### config.mk
export PLATFORM = sky130hd
export DESIGN_NAME = lvl_irq_detect
export DESIGN_NICKNAME = d
export VERILOG_FILES = /design/src/rtl/lid_pkg.sv /design/src/rtl/lid_sync.sv /design/src/rtl/lid_hold.sv /design/src/rtl/lid_prio.sv /design/src/rtl/lvl_irq_detect.sv
export SDC_FILE = /design/constraint.sdc
export NUM_CORES = 1
export LEC_CHECK = 0
export ABC_AREA = 1
export BUFFER_PORTS_ARGS = -buffer_cell sky130_fd_sc_hd__buf_2
export CORE_MARGIN = 4
export CORE_UTILIZATION = 45
export DETAILED_ROUTE_END_ITERATION = 10
export PLACE_DENSITY_LB_ADDON = 0.08
export SLEW_MARGIN = 20
export SYNTH_ARGS = -nofsm -noshare
export SYNTH_HDL_FRONTEND = slang
export SYNTH_SLANG_ARGS = --single-unit
### constraint.sdc
create_clock -name clk -period 2.6 [get_ports clk]
set_input_delay 0.65 -clock clk [delete_from_list [all_inputs] [get_ports clk]]
set_output_delay 0.65 -clock clk [all_outputs]
set_load 0.01 [all_outputs]
### src/rtl/lid_pkg.sv
package lid_pkg;

    localparam int LVL_W = 4;

    typedef logic [LVL_W-1:0] lvl_t;

    typedef enum logic [1:0] {
        REG_MASK   = 2'd0,
        REG_UNMASK = 2'd1,
        REG_STAT   = 2'd2,
        REG_CTRL   = 2'd3
    } reg_addr_e;

    typedef struct packed {
        logic req;
        lvl_t lvl;
    } src_req_t;

    // Fixed priority of individual pin i
    function automatic lvl_t pin_level(input int idx);
        return lvl_t'(14 - 2 * idx);
    endfunction

    // Encoded group: all ones is idle, otherwise level is the inverted code
    function automatic src_req_t enc_decode(input lvl_t code);
        src_req_t r;
        r.req = (code != '1);
        r.lvl = ~code;
        return r;
    endfunction

endpackage

### src/rtl/lid_sync.sv
module lid_sync #(
    parameter int         W       = 1,
    parameter logic [W-1:0] RST_VAL = '0
) (
    input  logic         clk,
    input  logic         rst,
    input  logic [W-1:0] d_i,
    output logic [W-1:0] q_o
);

    logic [W-1:0] stage1_q;
    logic [W-1:0] stage2_q;

    always_ff @(posedge clk) begin
        if (rst) begin
            stage1_q <= RST_VAL;
            stage2_q <= RST_VAL;
        end else begin
            stage1_q <= d_i;
            stage2_q <= stage1_q;
        end
    end

    assign q_o = stage2_q;

endmodule

### src/rtl/lid_hold.sv
module lid_hold
    import lid_pkg::*;
(
    input  logic     clk,
    input  logic     rst,
    input  logic     hold_en_i,
    input  logic     clr_i,
    input  src_req_t live_i,
    output src_req_t pend_o
);

    logic held_q;
    lvl_t held_lvl_q;

    always_ff @(posedge clk) begin
        if (rst || clr_i || !hold_en_i) begin
            held_q     <= 1'b0;
            held_lvl_q <= '0;
        end else if (live_i.req && !held_q) begin
            held_q     <= 1'b1;
            held_lvl_q <= live_i.lvl;
        end
    end

    always_comb begin
        pend_o.req = live_i.req | held_q;
        if (live_i.req)
            pend_o.lvl = live_i.lvl;
        else if (held_q)
            pend_o.lvl = held_lvl_q;
        else
            pend_o.lvl = '0;
    end

    p_capture_r4: assert property (@(posedge clk) disable iff (rst)
        (hold_en_i && live_i.req && !clr_i) |=> held_q);

    p_keep_r4: assert property (@(posedge clk) disable iff (rst)
        (hold_en_i && held_q && !clr_i) |=> (held_q && $stable(held_lvl_q)));

    p_release_r5: assert property (@(posedge clk) disable iff (rst)
        clr_i |=> !held_q);

    p_bypass_r6: assert property (@(posedge clk) disable iff (rst)
        !hold_en_i |=> !held_q);

endmodule

### src/rtl/lid_prio.sv
module lid_prio
    import lid_pkg::*;
#(
    parameter int N = 5
) (
    input  src_req_t [N-1:0] req_i,
    input  logic [N-1:0]     mask_i,
    output logic             irq_o,
    output lvl_t             lvl_o
);

    always_comb begin
        irq_o = 1'b0;
        lvl_o = '0;
        for (int i = 0; i < N; i++) begin
            if (req_i[i].req && !mask_i[i]) begin
                irq_o = 1'b1;
                if (req_i[i].lvl > lvl_o)
                    lvl_o = req_i[i].lvl;
            end
        end
    end

endmodule

### src/rtl/lvl_irq_detect.sv
module lvl_irq_detect
    import lid_pkg::*;
#(
    parameter int N_PIN = 4,
    parameter int DW    = 8
) (
    input  logic             clk,
    input  logic             rst,
    input  logic [N_PIN-1:0] pin_req_i,
    input  logic [LVL_W-1:0] enc_req_i,
    input  logic             wr_en_i,
    input  logic [1:0]       addr_i,
    input  logic [DW-1:0]    wdata_i,
    output logic [DW-1:0]    rdata_o,
    output logic             irq_o,
    output logic [LVL_W-1:0] lvl_o
);

    localparam int N_SRC   = N_PIN + 1;
    localparam int ENC_IDX = N_PIN;

    logic [N_PIN-1:0]        pin_s;
    lvl_t                    enc_s;
    src_req_t [N_SRC-1:0]    live;
    src_req_t [N_SRC-1:0]    pend;
    logic [N_SRC-1:0]        stat;
    logic [N_SRC-1:0]        mask_q;
    logic [N_SRC-1:0]        mask_d;
    logic [N_SRC-1:0]        clr;
    logic [N_SRC-1:0]        wbits;
    logic                    hold_en_q;
    logic                    wr_mask;
    logic                    wr_unmask;
    logic                    wr_ctrl;
    logic                    irq_d;
    lvl_t                    lvl_d;
    logic                    irq_q;
    lvl_t                    lvl_q;
    logic                    unused_wdata;

    assign unused_wdata = ^wdata_i[DW-1:N_SRC];

    // Input synchronizers
    lid_sync #(.W(N_PIN), .RST_VAL('0)) u_pin_sync (
        .clk (clk), .rst (rst), .d_i (pin_req_i), .q_o (pin_s)
    );

    lid_sync #(.W(LVL_W), .RST_VAL('1)) u_enc_sync (
        .clk (clk), .rst (rst), .d_i (enc_req_i), .q_o (enc_s)
    );

    // Register bus decode
    assign wbits     = wdata_i[N_SRC-1:0];
    assign wr_mask   = wr_en_i && (addr_i == REG_MASK);
    assign wr_unmask = wr_en_i && (addr_i == REG_UNMASK);
    assign wr_ctrl   = wr_en_i && (addr_i == REG_CTRL);

    // Release only on unmask of a currently masked source
    assign clr = wr_unmask ? (wbits & mask_q) : '0;

    always_comb begin
        mask_d = mask_q;
        if (wr_mask)
            mask_d = mask_d | wbits;
        if (wr_unmask)
            mask_d = mask_d & ~wbits;
    end

    always_ff @(posedge clk) begin
        if (rst) begin
            mask_q    <= '1;
            hold_en_q <= 1'b1;
        end else begin
            mask_q <= mask_d;
            if (wr_ctrl)
                hold_en_q <= wdata_i[0];
        end
    end

    // Per-source live request and hold latch
    generate
        for (genvar i = 0; i < N_SRC; i++) begin : g_src
            if (i == ENC_IDX) begin : g_enc
                assign live[i] = enc_decode(enc_s);
            end else begin : g_pin
                assign live[i] = '{req: pin_s[i], lvl: pin_level(i)};
            end

            lid_hold u_hold (
                .clk       (clk),
                .rst       (rst),
                .hold_en_i (hold_en_q),
                .clr_i     (clr[i]),
                .live_i    (live[i]),
                .pend_o    (pend[i])
            );

            assign stat[i] = pend[i].req;
        end
    endgenerate

    lid_prio #(.N(N_SRC)) u_prio (
        .req_i  (pend),
        .mask_i (mask_q),
        .irq_o  (irq_d),
        .lvl_o  (lvl_d)
    );

    always_ff @(posedge clk) begin
        if (rst) begin
            irq_q <= 1'b0;
            lvl_q <= '0;
        end else begin
            irq_q <= irq_d;
            lvl_q <= lvl_d;
        end
    end

    assign irq_o = irq_q;
    assign lvl_o = lvl_q;

    always_comb begin
        case (addr_i)
            REG_MASK, REG_UNMASK: rdata_o = DW'(mask_q);
            REG_STAT:             rdata_o = DW'(stat);
            default:              rdata_o = DW'(hold_en_q);
        endcase
    end

    p_reset_state_r1: assert property (@(posedge clk)
        rst |=> (mask_q == '1 && hold_en_q && !irq_o && lvl_o == '0));

    p_mask_set_r2: assert property (@(posedge clk) disable iff (rst)
        wr_mask |=> ((mask_q & $past(wbits)) == $past(wbits)));

    p_unmask_r3: assert property (@(posedge clk) disable iff (rst)
        wr_unmask |=> ((mask_q & $past(wbits)) == '0));

    p_unmask_other_r3: assert property (@(posedge clk) disable iff (rst)
        wr_unmask |=> ((mask_q & ~$past(wbits)) == ($past(mask_q) & ~$past(wbits))));

    p_quiet_level_r8: assert property (@(posedge clk) disable iff (rst)
        !irq_o |-> (lvl_o == '0));

    p_all_masked_r8: assert property (@(posedge clk) disable iff (rst)
        (&mask_q) |=> !irq_o);

endmodule

==> impl_metrics.toml <==
[outcome]
status = "completed"

[setup_path]
worstSetupPathType = "reg -> reg"
arrival_ps = 2550
crit_path_cell_trace = "o21ai_0 > nand2_1 > nor2_2 > ha_1 > inv_1 > o21ai_1 > ha_1 > nand2_1 > nor2_1 > nor2_1 > nor2_4 > nand2_4 > nand3_2 > nand2_1"
required_ps = 2890
critPathMaxFanout = 4
worstSetupEndpointType = "flop"
max_stage_delay_ps = 330
cp_common_cell = "nand2_1"
slowest_stage = "dfxtp_1"
worstSetupStartpointType = "flop"

[clock_tree]
clk_latency_ps = 340
clk_pin_slew_worst_paths_ps = 110
cts_buffers = 5
hold_buffers = 0
clk_path_buf_depth = 2
cts_tree = "yes"
cts-root-buf = "clkbuf_4"
clock-sinks = 36
h-tree-depth = 2

[synthesis]
syn_area_per_cell_um2 = 8.08
synth_area_um2 = 1580
synthCells = 195
ys_seq_area_share_pct = 45.7
netlist.area_leader.share_pct = 45.7
synth.area.top_cells = "dfxtp_1 46%, inv_1 7.9%, nand2_1 6.9%"
ys_warn_count = 0
synth_cell_type_count = 29
ys_ff_latch = 36
synth_area_leader_cell = "dfxtp_1"

[place]
gp_congestion = 0.822
placed_cell_area_um2 = 1730
portBuffers = 27
hpwl_um = 2370

[final_layout]
nFillCells = 340
stdcell_area_um2 = 1810
final_nets = 250
seq_area_um2 = 721
multi_input_area_um2 = 682
antenna_cells = 0
drive_above_1_share_pct = 28.3
syn_to_final_growth_pct = 15.1

[worst_hold_path]
min_path_type = "reg -> reg"

[power]
irDropWorstVdd_uv = 371
p_switching_mw = 0.284
share_comb_of_total_power_pct = 12.2
seqPwrFrac_pct = 52.8
p_int_mw = 0.827
switching_share_pct = 25.6
powerDensity_nw_per_um2 = 612
leakage_nw = 0.920
p_clk_share_pct = 35.0

[route]
wl_met2_um = 1460
routed.top_layer = "met4"
avgViaCountPerCell = 4.81
drcViolationCount = 0
wl_per_cell_um = 11.1
ant_nets = 0
drtIter0Drc = 91
wl_met1_um = 1300
wl_met3_um = 176
wl_um = 3030
drtPass1Iterations = 4
via_count = 1308

[sta]
rsz0062_at_grt = "false"
setup_viol_count_final = 0
max_freq_mhz = 441
whs_ps = 410
clock_skew_ps = 5.27
fin_tns_setup_ps = 0
finalCriticalPeriod_ps = 2270
post-route-period-util_pct = 87.1
drv_slew = 0
finalHoldViolCount = 0

[floorplan]
die_w_um = 67.2
die_y_um = 67.2
coreArea_um2 = 3360
dieArea_um2 = 4510
ioPinCount = 34
rows = 21
start_util_pct = 46.9

[global_route]
grt_overflow = 0
grt_pass1_wl_um = 5240
grt_pass1_vias = 1308
grt_max_degree = 19
antenna_found_initial = 0
grtUsageTotal_pct = 15.5

[job]
drv_cap = 0
-- critical path: cells and delay by family (launching register included) --
family,cells,cell delay (ps)
AO/OA/AOI/OAI,2,550
adder cells (fa/ha/maj),2,430
buffers and inverters,1,50
flip-flops,1,330
AND/OR/NAND/NOR,9,870
-- repair_timing --
item | in CTS | in global routing
buffers inserted | 0 | 0
gates resized for setup | 0 | 1
setup endpoints to repair | 0 | 3
-- metal layers --
| metal | global-route usage (%) | vias to the layer above |
|---|---|---|
| li1 | - | 674 |
| met1 | 17.7 | 582 |
| met2 | 26.5 | 41 |
| met3 | 3.99 | 11 |
| met4 | 7.85 | 0 |
| met5 | 0 | - |
-- cells by family (layout without fill, tap and decap cells) --
group	count (synthesis)	after routing	share of synthesized area, %
and+or+nand+nor	79	79	26.9
buffers and inverters	42	71	11.5
DFF	36	36	45.7
AOI/OAI and AO/OA	33	33	12.5
adders and majority gates	4	4	3.17
other	1	3	0.238
-- cells in the mapped netlist, drive strengths merged --
cell type and count:
inv 35, a311oi 4, clkbuf 1, a21oi 7, ha 4, o22ai 4, nand4 3, nor3 1
conb 1, o21ai 15, buf 6, or2 11, nand3 8, nand2 34, o221ai 1, nor2 22
o311ai 1, a31o 1, dfxtp 36
-- layout by cell type, fill, tap and decap left out --
master	Yosys	layout
dfxtp_1	36	36
inv_1	33	33
nand2_1	29	29
buf_2	1	27
nor2_1	18	18
o21ai_0	14	13
or2_2	11	11
a21oi_1	7	7
clkbuf_4	0	5
o22ai_1	4	4
nand3_1	4	4
a311oi_1	4	4
nand3_2	4	4
ha_1	4	4
nand2_4	3	3
nand4_1	3	3
conb_1	1	3
nor2_2	2	2
nand2_2	2	2
o21ai_1	1	2
inv_2	2	2
o221ai_1	1	1
nor2_8	1	1
a31o_2	1	1
nor2_4	1	1
o311ai_0	1	1
nor3_2	1	1
bufinv_16	0	1
clkinv_2	0	1
clkinvlp_4	0	1
buf_4	4	1
-- metrics by stage --
step	cells	setup slack, ps	power [mW]	utilization (%)
floorplan	197	677	0.698	-
global placement	264	424	0.730	51.6
detailed placement	264	273	0.736	51.6
CTS	272	250	1.12	53.9
global route	272	79.4	1.17	53.9
finish	272	335	1.11	53.9
-- power groups by stage --
stage | clock network (mW) | logic (mW) | registers (mW)
after floorplan | 0 | 0.101 | 0.597
after detailed placement | 0 | 0.136 | 0.600
after global routing | 0.425 | 0.155 | 0.590
final | 0.389 | 0.135 | 0.587
after CTS | 0.401 | 0.136 | 0.587
after global placement | 0 | 0.131 | 0.599
-- path summary, 6_finish.rpt --
check                                            start                end  slack, ps  cells after the start
worst max-delay path            g_src[0].u_hold.held_q           lvl_o[1]        330                     14
worst min-delay path            u_pin_sync.stage1_q[3]  u_pin_sync.q_o[3]        410                      2
worst max register to register  g_src[0].u_hold.held_q           lvl_o[1]        330                     14
worst min register to register  u_pin_sync.stage1_q[3]  u_pin_sync.q_o[3]        410                      2
-- area by class of cell --
class | instances | area share (%)
Clock buffer | 5 | 2.07
Clock inverter | 3 | 2.34
Inverter | 35 | 7.24
Multi-Input combinational cell | 119 | 37.6
Sequential cell | 36 | 39.7
Tap cell | 46 | 3.17
Timing Repair Buffer | 28 | 7.86
Power figures use the tool's default switching activity.
